<file path="src/rtl/lpw_pkg.sv">
package lpw_pkg;
   localparam int REG_W = 8;

   typedef enum logic [1:0] {
      LPW_NORMAL = 2'd0,
      LPW_STOP   = 2'd1,
      LPW_SLEEP  = 2'd2
   } lpw_mode_e;

   typedef struct packed {
      logic             amux_wk;
      logic             rx_only;
      logic             lin_en;
      logic             wkin_en;
      logic             frc_en;
      logic             cyc_en;
      logic [2:0]       per_code;
      logic [REG_W-1:0] lin_thr;
   } lpw_cfg_t;

   localparam int CAUSE_W    = 3;
   localparam int CAUSE_WKIN = 0;
   localparam int CAUSE_LIN  = 1;
   localparam int CAUSE_FRC  = 2;
endpackage

</file>
<file path="src/rtl/lpw_regs.sv">
module lpw_regs
   import lpw_pkg::*;
#(
   parameter int NUM_HS = 2
) (
   input  logic               clk,
   input  logic               rst_n,
   input  logic               wr_en,
   input  logic [1:0]         wr_addr,
   input  logic [REG_W-1:0]   wr_data,
   input  logic               rd_en,
   input  logic [1:0]         rd_addr,
   output logic [REG_W-1:0]   rd_data,
   input  logic [CAUSE_W-1:0] cause_set,
   input  logic [REG_W-1:0]   status_in,
   output logic [CAUSE_W-1:0] cause,
   output lpw_cfg_t           cfg,
   output logic [NUM_HS-1:0]  hs_en
);
   logic cyc_new, frc_new, clr;

   // exclusivity: stored enable blocks the other; cyclic wins a tie
   assign cyc_new = wr_data[3] & ~cfg.frc_en;
   assign frc_new = wr_data[4] & ~cfg.cyc_en & ~wr_data[3];
   assign clr     = rd_en && (rd_addr == 2'd0);

   always_ff @(posedge clk) begin
      if (!rst_n) begin
         cfg   <= '0;
         hs_en <= '0;
         cause <= '0;
      end else begin
         cause <= (clr ? '0 : cause) | cause_set;
         if (wr_en) begin
            unique case (wr_addr)
               2'd0: begin
                  cfg.wkin_en <= wr_data[0];
                  cfg.lin_en  <= wr_data[1];
                  cfg.rx_only <= wr_data[2];
                  cfg.amux_wk <= wr_data[3];
               end
               2'd1: begin
                  cfg.per_code <= wr_data[2:0];
                  cfg.cyc_en   <= cyc_new;
                  cfg.frc_en   <= frc_new;
               end
               2'd2: hs_en <= wr_data[NUM_HS-1:0];
               default: cfg.lin_thr <= wr_data;
            endcase
         end
      end
   end

   always_comb begin
      unique case (rd_addr)
         2'd0: rd_data = REG_W'(cause);
         2'd1: rd_data = status_in;
         2'd2: rd_data = REG_W'({cfg.frc_en, cfg.cyc_en, cfg.per_code});
         default: rd_data = REG_W'({cfg.amux_wk, cfg.rx_only, cfg.lin_en, cfg.wkin_en});
      endcase
   end
endmodule

</file>
<file path="src/rtl/lpw_timer.sv">
module lpw_timer #(
   parameter int BASE_TICKS = 4
) (
   input  logic       clk,
   input  logic       rst_n,
   input  logic       run,
   input  logic       lp_tick,
   input  logic [2:0] code,
   output logic       sense,
   output logic       period_end
);
   localparam int CW = $clog2(BASE_TICKS * 128) + 1;

   logic [CW-1:0] cnt, lim;
   logic          last;

   assign lim        = CW'(BASE_TICKS) << code;
   assign last       = (cnt == lim - CW'(1));
   assign sense      = run & last;
   assign period_end = run & last & lp_tick;

   always_ff @(posedge clk) begin
      if (!rst_n || !run)   cnt <= '0;
      else if (period_end)  cnt <= '0;
      else if (lp_tick)     cnt <= cnt + CW'(1);
   end
endmodule

</file>
<file path="src/rtl/lpw_linwake.sv">
module lpw_linwake #(
   parameter int CW = 8
) (
   input  logic          clk,
   input  logic          rst_n,
   input  logic          lin_rx,
   input  logic [CW-1:0] thr,
   output logic          release_ok
);
   logic [CW-1:0] dom_cnt;
   logic          prev;

   assign release_ok = lin_rx & ~prev & (dom_cnt > thr);

   always_ff @(posedge clk) begin
      if (!rst_n) begin
         dom_cnt <= '0;
         prev    <= 1'b1;
      end else begin
         prev <= lin_rx;
         if (lin_rx)              dom_cnt <= '0;
         else if (~&dom_cnt)      dom_cnt <= dom_cnt + CW'(1);
      end
   end
endmodule

</file>
<file path="src/rtl/lpwake_ctrl.sv">
module lpwake_ctrl
   import lpw_pkg::*;
#(
   parameter int NUM_HS     = 2,
   parameter int BASE_TICKS = 4,
   parameter int RST_CYC    = 16
) (
   input  logic              clk,
   input  logic              rst_n,
   input  logic              lp_tick,
   input  logic              go_stop,
   input  logic              go_sleep,
   input  logic              wake_in,
   input  logic              lin_rx,
   input  logic              cs_n,
   input  logic              wr_en,
   input  logic [1:0]        wr_addr,
   input  logic [7:0]        wr_data,
   input  logic              rd_en,
   input  logic [1:0]        rd_addr,
   output logic [7:0]        rd_data,
   output logic [1:0]        mode,
   output logic              irq,
   output logic              reg_en,
   output logic              mcu_rst,
   output logic [NUM_HS-1:0] hs_on
);
   localparam int RW = $clog2(RST_CYC + 1);

   if (NUM_HS < 1 || NUM_HS > REG_W) begin : g_bad_hs
      $error("NUM_HS out of range");
   end
   if (BASE_TICKS < 1) begin : g_bad_base
      $error("BASE_TICKS must be positive");
   end
   if (RST_CYC < 1) begin : g_bad_rst
      $error("RST_CYC must be positive");
   end

   lpw_mode_e          mode_q;
   lpw_cfg_t           cfg;
   logic [NUM_HS-1:0]  hs_en;
   logic [CAUSE_W-1:0] cause, cause_set;
   logic [RW-1:0]      rst_cnt;
   logic wk_ref, wk_mask, cs_prev;
   logic in_lp, cyc_act, frc_act, sense, period_end, lin_rel;
   logic wk_w, lin_w, frc_w, cs_w, wake_any;

   assign in_lp   = (mode_q != LPW_NORMAL);
   assign cyc_act = cfg.cyc_en;
   assign frc_act = cfg.frc_en & ~|hs_en;

   lpw_regs #(.NUM_HS(NUM_HS)) u_regs (
      .clk(clk), .rst_n(rst_n), .wr_en(wr_en), .wr_addr(wr_addr), .wr_data(wr_data),
      .rd_en(rd_en), .rd_addr(rd_addr), .rd_data(rd_data), .cause_set(cause_set),
      .status_in({5'b0, mode_q, wake_in}), .cause(cause), .cfg(cfg), .hs_en(hs_en)
   );

   lpw_timer #(.BASE_TICKS(BASE_TICKS)) u_timer (
      .clk(clk), .rst_n(rst_n), .run(in_lp & (cfg.cyc_en | cfg.frc_en)),
      .lp_tick(lp_tick), .code(cfg.per_code), .sense(sense), .period_end(period_end)
   );

   lpw_linwake #(.CW(REG_W)) u_lin (
      .clk(clk), .rst_n(rst_n), .lin_rx(lin_rx), .thr(cfg.lin_thr), .release_ok(lin_rel)
   );

   always_comb begin
      wk_w  = in_lp & cfg.wkin_en & ~wk_mask & (wake_in != wk_ref)
              & (~cyc_act | period_end);
      lin_w = in_lp & cfg.lin_en & lin_rel & ~(cfg.rx_only & (mode_q == LPW_STOP));
      frc_w = in_lp & frc_act & period_end;
      cs_w  = (mode_q == LPW_STOP) & cs_n & ~cs_prev;
      wake_any = wk_w | lin_w | frc_w | cs_w;
      cause_set = '0;
      cause_set[CAUSE_WKIN] = wk_w;
      cause_set[CAUSE_LIN]  = lin_w;
      cause_set[CAUSE_FRC]  = frc_w;
   end

   for (genvar i = 0; i < NUM_HS; i++) begin : g_hs
      assign hs_on[i] = sense & cyc_act & hs_en[i];
   end

   always_ff @(posedge clk) begin
      if (!rst_n) begin
         mode_q  <= LPW_NORMAL;
         wk_ref  <= 1'b0;
         wk_mask <= 1'b0;
         cs_prev <= 1'b1;
         rst_cnt <= '0;
      end else begin
         cs_prev <= cs_n;
         if (rst_cnt != '0) rst_cnt <= rst_cnt - RW'(1);
         if (!in_lp) begin
            if (go_sleep || go_stop) begin
               mode_q  <= go_sleep ? LPW_SLEEP : LPW_STOP;
               wk_ref  <= wake_in;
               wk_mask <= cfg.amux_wk;
            end
         end else if (wake_any) begin
            if (mode_q == LPW_SLEEP) rst_cnt <= RW'(RST_CYC);
            mode_q <= LPW_NORMAL;
         end else if (period_end) begin
            wk_ref <= wake_in;
         end
      end
   end

   assign mode    = mode_q;
   assign irq     = |cause;
   assign reg_en  = (mode_q != LPW_SLEEP);
   assign mcu_rst = (rst_cnt != '0);
endmodule

</file>
<file path="config.mk">
export PLATFORM = sky130hd
export DESIGN_NAME = lpwake_ctrl
export DESIGN_NICKNAME = d
export VERILOG_FILES = /design/src/rtl/lpw_pkg.sv /design/src/rtl/lpw_regs.sv /design/src/rtl/lpw_timer.sv /design/src/rtl/lpw_linwake.sv /design/src/rtl/lpwake_ctrl.sv
export SDC_FILE = /design/constraint.sdc
export NUM_CORES = 1
export LEC_CHECK = 0
export BUFFER_PORTS_ARGS = -buffer_cell sky130_fd_sc_hd__buf_2
export CAP_MARGIN = 20
export CORE_MARGIN = 3
export CORE_UTILIZATION = 50
export CTS_CLUSTER_SIZE = 16
export DETAILED_ROUTE_END_ITERATION = 8
export GPL_TIMING_DRIVEN = 1
export HOLD_SLACK_MARGIN = 0.15
export PLACE_DENSITY = 0.71
export SYNTH_ARGS = -nofsm -noshare
export SYNTH_HDL_FRONTEND = slang
export SYNTH_SLANG_ARGS = --single-unit
</file>
<file path="constraint.sdc">
create_clock -name clk -period 2.5 [get_ports clk]
set_clock_uncertainty 0.15 [all_clocks]
set_input_delay 0.375 -clock clk [delete_from_list [all_inputs] [get_ports clk]]
set_output_delay 0.375 -clock clk [all_outputs]
set_load 0.02 [all_outputs]
</file>
== Word level (Yosys, flattened, before mapping) ==
Cells that the tools add are included.

* Input bits: 22
* Output and inout port bits: 15
* Flip-flop bits (word level): 51

* Reduce and logical (&&, ||, !) cells: 24
* Mux-type cells: 14
* Equality and inequality tests: 12
* Shift-type cells: 1
* Add/subtract/negate cells: 4
* Bitwise logic cells: 40
* Magnitude comparators: 1

{| class="wikitable"
|+ Operators with widths
! cell !! count
|-
| 1-bit AND || 24
|-
| 5-bit two-way mux || 4
|-
| 5-bit case mux with 3 select lines || 1
|-
| 2-bit AND reduction || 6
|-
| 10-bit by 1-bit adder with 10-bit output (second input constant) || 1
|-
| 10-bit == test || 1
|-
| 1-bit NOT || 10
|-
| 3-bit by 3-bit left shift with 10-bit output (first input constant) || 1
|-
| 10-bit by 1-bit subtractor with 10-bit output (second input constant) || 1
|-
| 8-bit by 1-bit adder with 8-bit output (second input constant) || 1
|-
| 8-bit > comparator || 1
|-
| 2-bit two-way mux || 4
|-
| 8-bit AND reduction || 1
|-
| 2-bit by 1-bit == test with 1-bit output (second input constant) || 3
|-
| 2-bit == test (second input constant) || 3
|-
| 2-bit OR reduction || 3
|-
| 3-bit OR reduction || 2
|-
| 1-bit OR || 5
|-
| 5-bit nonzero test || 1
|-
| 5-bit by 1-bit subtractor with 5-bit output (second input constant) || 1
|-
| 2-bit zero test || 2
|-
| 1-bit two-way mux || 4
|-
| 2-bit by 1-bit inequality test with 1-bit output (second input constant) || 2
|-
| 2-bit inequality test (second input constant) || 2
|-
| other kinds (8) || 12
|}

== Longest topological paths before layout ==
* Word-level depth: 12
* Depth in mapped cells: 8

== Hierarchy ==
From an unflattened synthesis, not the netlist that was laid out.

* Cell total of the unflattened synthesis: 324
* Area total of the unflattened synthesis: 2919.0 um2

{| class="wikitable"
|+ Modules (own cells, without submodules)
! module !! cells an instance !! times used !! area each (um2)
|-
| lpw_regs || 99 || 1 || 1011.0
|-
| lpw_timer || 83 || 1 || 710.7
|-
| lpwake_ctrl || 70 || 1 || 599.3
|-
| lpw_linwake || 72 || 1 || 598.1
|}

== Least setup slack after synthesis ==
Ideal clock, no wire load.

* Path type: register to register
* Start point: register u_regs.cfg[1] (netlist name)
* End point: register rst_cnt[4]
* Data arrival time: 1.874 ns
* Library setup time: 0.115 ns
* Period minus slack after synthesis: 2.140 ns
* Stages on the path, launching flop included: 9
* Path buffers: 0
* Data required time: 2.235 ns
* Setup slack: 0.360 ns
* Cell sequence: dfxtp_1 inv_1 ha_1 nor2b_1 o211ai_1 a21oi_1 o31ai_1 o2111ai_4 a31o_1

* Word-level cells in the longest chain between the ends: 9

{| class="wikitable"
|+ RTL lines
! element !! line !! text
|-
| 8-bit > comparator || lpw_linwake.sv:13 || <nowiki>assign release_ok = lin_rx & ~prev & (dom_cnt > thr);</nowiki>
|-
| 1-bit AND || lpw_linwake.sv:13 ||
|-
| 1-bit AND (2 in a row) || lpwake_ctrl.sv:71 || <nowiki>lin_w = in_lp & cfg.lin_en & lin_rel & ~(cfg.rx_only & (mode_q == LPW_STOP));</nowiki>
|-
| 1-bit OR (3 in a row) || lpwake_ctrl.sv:74 || <nowiki>wake_any = wk_w | lin_w | frc_w | cs_w;</nowiki>
|-
| 5-bit two-way mux || lpwake_ctrl.sv:101 || <nowiki>end else if (wake_any) begin</nowiki>
|-
| 5-bit two-way mux || lpwake_ctrl.sv:95 || <nowiki>if (!in_lp) begin</nowiki>
|-
| to (signal assigned) || lpwake_ctrl.sv:94 || <nowiki>if (rst_cnt != '0) rst_cnt <= rst_cnt - RW'(1);</nowiki>
|-
| to (signal assigned) || lpwake_ctrl.sv:102 || <nowiki>if (mode_q == LPW_SLEEP) rst_cnt <= RW'(RST_CYC);</nowiki>
|-
| to (decl) || lpwake_ctrl.sv:44 || <nowiki>logic [RW-1:0] rst_cnt;</nowiki>
|}

No other way between the ends.
A chain may end at the register's enable or synchronous reset.

== Worst setup path in the final report ==
* Start point: register u_regs.cfg[9] (netlist name)
* End point: output port hs_on[0]

* Word-level cells in the longest chain between the ends: 6

{| class="wikitable"
|+ RTL lines
! element !! line !! text
|-
| 3-bit by 3-bit left shift with 10-bit output || lpw_timer.sv:17 || <nowiki>assign lim = CW'(BASE_TICKS) << code;</nowiki>
|-
| 10-bit by 1-bit subtractor with 10-bit output || lpw_timer.sv:18 || <nowiki>assign last = (cnt == lim - CW'(1));</nowiki>
|-
| 10-bit == test || lpw_timer.sv:18 ||
|-
| 1-bit AND || lpw_timer.sv:19 || <nowiki>assign sense = run & last;</nowiki>
|-
| 1-bit AND (2 in a row) || lpwake_ctrl.sv:82 || <nowiki>assign hs_on[i] = sense & cyc_act & hs_en[i];</nowiki>
|-
| to (decl) || lpwake_ctrl.sv:26 || <nowiki>output logic [NUM_HS-1:0] hs_on</nowiki>
|}

No other way between the ends.

==> results.txt <==
The run gives 0.497 mV as the worst-case vdd ir drop. For the worst-skew pair, the clock arrives at the later sink with an insertion delay of 0.30 ns. The tools report the arrival time at the worst endpoint as 1.88 ns.

The mapped netlist covers 0.00280 sq mm. The count of different cell masters after synthesis was 59. The share of Yosys cell area claimed by the top area cell type is 0.365, and the area added between synthesis and finish is 15.3%. The run gives 37 as the I/O pin total. Setup repair after global routing could not meet its margin everywhere. For the starting utilization of the core area, the log shows 0.531. The clock tree buffer depth was 2.

The width of the die came out at 80.8 um. The prevailing post-synth register cell was dfxtp_1. After clock tree synthesis, the clock-pin slew on the worst setup and hold paths is 0.09 ns. Setup slack on the worst reg-to-reg path comes out at 0.13 ns. Traced cell by cell, the critical path runs through nand3_1, a2111oi_4, a21boi_2, and4_1, and2_1, buf_6.

In this design, the stage delay of the slowest critical-path cell is 0.41 ns. STA classifies the critical path startpoint as a flop. In the routed layout, each cell is associated on average with a via count of 5.34. In the synthesized netlist, the cells that appear most often are dfxtp_1 (51), nor2b_1 (24), mux2i_1 (22), nand2_1 (22), nor2_1 (17). Counting every instance in the synthesized netlist gives 302. For the number of clock sinks, the log shows 51.

The share of synthesized flip-flops with an asynchronous set or reset works out to 0. The number of antenna violations at the first check in global routing was 0; the worst slew slack as a fraction of its limit was 0.644. The run gives 0.00653 sq mm as the full die area.

Slowest stage cell on the critical path: dfxtp_4. The fraction of layout instances using a drive strength above 1 is 0.245, and the net count reported at finish is 376. At the end of routability-driven placement, the weighted congestion stood at 0.850. Port buffering added 33 buffers.

STA classifies the critical path endpoint as an output port. The number of buffer and inverter stages on the critical path is 1, and the standard-cell row count is 26. TritonCTS built the clock tree. The worst slack at placement was 0.218 ns. The tools report the total via count in the routed design as 2206. The worst setup path is of the flop to output port kind. Dividing the detail-routed wire length by the instance count gives 14.6 um. In this run, CTS created clock tree buffers numbering 5.

The first global-routing pass estimated 9920 um of wire. Maximum number of pins on one net before global-route repair: 22. Category of cells accounting for the largest share of critical-path delay: compound AO/OA/AOI/OAI gates. The number of global-route vias before repair is 2070, and the iteration-0 DRC count of the detailed router is 94. Of all nets on the critical path, the largest fanout is 9. The number of pins exceeding their max-slew limit in the final report is 0. The tools report the number of antenna repair diodes as 0.

The required time of the critical path came out at 1.98 ns. Worst hold path class: input port to flop. Detailed placement ended at an HPWL of 4460 um. Clock root buffer: clkbuf_8. After synthesis, the cell types taking the most area are dfxtp_1 (37%), mux2i_1 (7.9%), nor2b_1 (5.4%). Wires add up to 6010 um.

After detailed routing, the number of remaining DRC violations is 0. In this run the cell area measured after placement is 0.00302 sq mm. The average instance in the mapped netlist occupies 9.26 sq um.

The flow ran to the end, and the final reports show no timing, DRC or antenna violations. In this run the number of H-tree levels came out at 2. Power density of the placed cells: 560 mW/mm^2. The run gives 0 as the total number of yosys warnings. The run gives 0.00527 sq mm as the placeable core region. For the global routing usage summed across all routing layers, the log shows 0.196. Yosys instantiated no cell more often than dfxtp_1.

After the flow finishes, the layout carries non-filler instances totaling 413. The final critical delay including setup and external delays is 2.41 ns. Height of the die: 80.8 um. Setup violations remaining at the end of the flow were counted as 0. The analysis attributes to cell leakage a power of 1.30 nW. For the hold violation count in the final report, the log shows 0. Overall power consumption after layout is estimated at 1.81 mW.

Count of TritonRoute iterations in the first routing pass: 4. The remaining antenna violation count after routing is 0, and the portion of the post-synthesis area used by sequential elements is 0.365. At the pin with the least slew margin, the transition time is 0.526 ns.

After synthesis the netlist holds a flip-flop and latch count of 51. The maximum clock frequency was 415 MHz. Once placement completed, the tool counted placed cells totaling 401. The final standard cell area without fillers is 0.00322 sq mm.

Number of maximum-capacitance constraint violations: 0. Library cell occupying the most area in the post-synthesis netlist: dfxtp_1. The leftover overflow at the end of global routing is 0, and the number of flops mapped to enable cells by yosys is 0.

The final period utilization was 0.964; the final critical-path setup slack was 0.0907 ns. The aggregate negative setup slack was 0 ns.
per-stage QoR:
stage,hold WS [ns],util
3_3_place_gp,0.313,0.572
4_1_cts,0.161,0.598
2_1_floorplan,0.289,-
3_5_place_dp,0.321,0.572
5_1_grt,0.170,0.612
6_report,0.166,0.612
timing repair:
item	in CTS	in global routing
gates cloned	0	0
hold buffers	1	0
setup endpoints to repair	2	2
endpoints found under the hold margin	1	0
resized for setup	6	13
setup buffers	1	3
pin swaps	0	1
cell usage in the layout, fill, tap and decap left out, types with 3 or more instances in the layout:
cell type / n
a21oi_1: 12
buf_4: 11
nor2_1: 17
nand4_1: 8
clkbuf_8: 5
buf_2: 31
nor3_1: 5
o21ai_1: 3
and4_1: 3
nor2_2: 9
nand3_1: 12
nor2b_1: 24
dfxtp_2: 3
mux2i_1: 22
nand2_1: 22
and3_1: 4
xor2_1: 9
and2_1: 3
ha_1: 10
xnor2_1: 9
dfxtp_1: 44
inv_1: 16
nor3b_1: 4
dfxtp_4: 4
conb_1: 3
worst paths after layout:
check	from	end	depth (start not counted)
setup / recovery	u_regs.cfg[9]	hs_on[0]	6
hold / removal	go_sleep	mode[1]	3
setup reg to reg	u_regs.cfg[8]	u_timer.cnt[2]	9
hold reg to reg	u_regs.cause[0]	u_regs.cause[0]	2
worst min-delay path, stage by stage:
cell and delay [ns]:
buf_2 0.09, nand3_1 0.06, o21ai_1 0.06
cell families after synthesis:
group / Yosys count / share of synthesized area
simple gates: 128 / 0.260
flops: 51 / 0.365
compound gates: 39 / 0.110
buf+inv: 29 / 0.0546
mux: 25 / 0.104
xor+xnor: 18 / 0.0564
fa+ha+maj: 11 / 0.0492
other cells: 1 / 0.00134
where the power goes:
group          total [mW]  internal, mW  switching (mW)
clock network       0.564         0.293           0.271
logic               0.347         0.153           0.194
registers           0.895         0.854          0.0416
final cells by class:
cell class	instances	area [sq um]
clock buffer	5	68.8
multi-input combinational	224	1660
fill	473	2050
sequential	51	1040
clock inverter	2	37.5
inverter	16	60.1
tap	70	87.6
timing repair buffer	45	270
metal layers:
layer	up-vias	part of all wire	global-route usage
li1	1129	-	-
met1	1018	0.45	0.258
met2	53	0.49	0.327
met3	6	0.043	0.0388
met4	0	0.016	0.0574
met5	-	0	0
registers in the layout, indices dropped and copies added (netlist names):
register / flops
cs_prev: 1
u_regs.cause: 3
u_lin.prev: 1
wk_mask: 1
mode: 2
u_timer.cnt: 10
u_regs.hs_en: 2
rst_cnt: 5
u_lin.dom_cnt: 8
wk_ref: 1
u_regs.cfg: 17
Power figures use the tool's default switching activity.
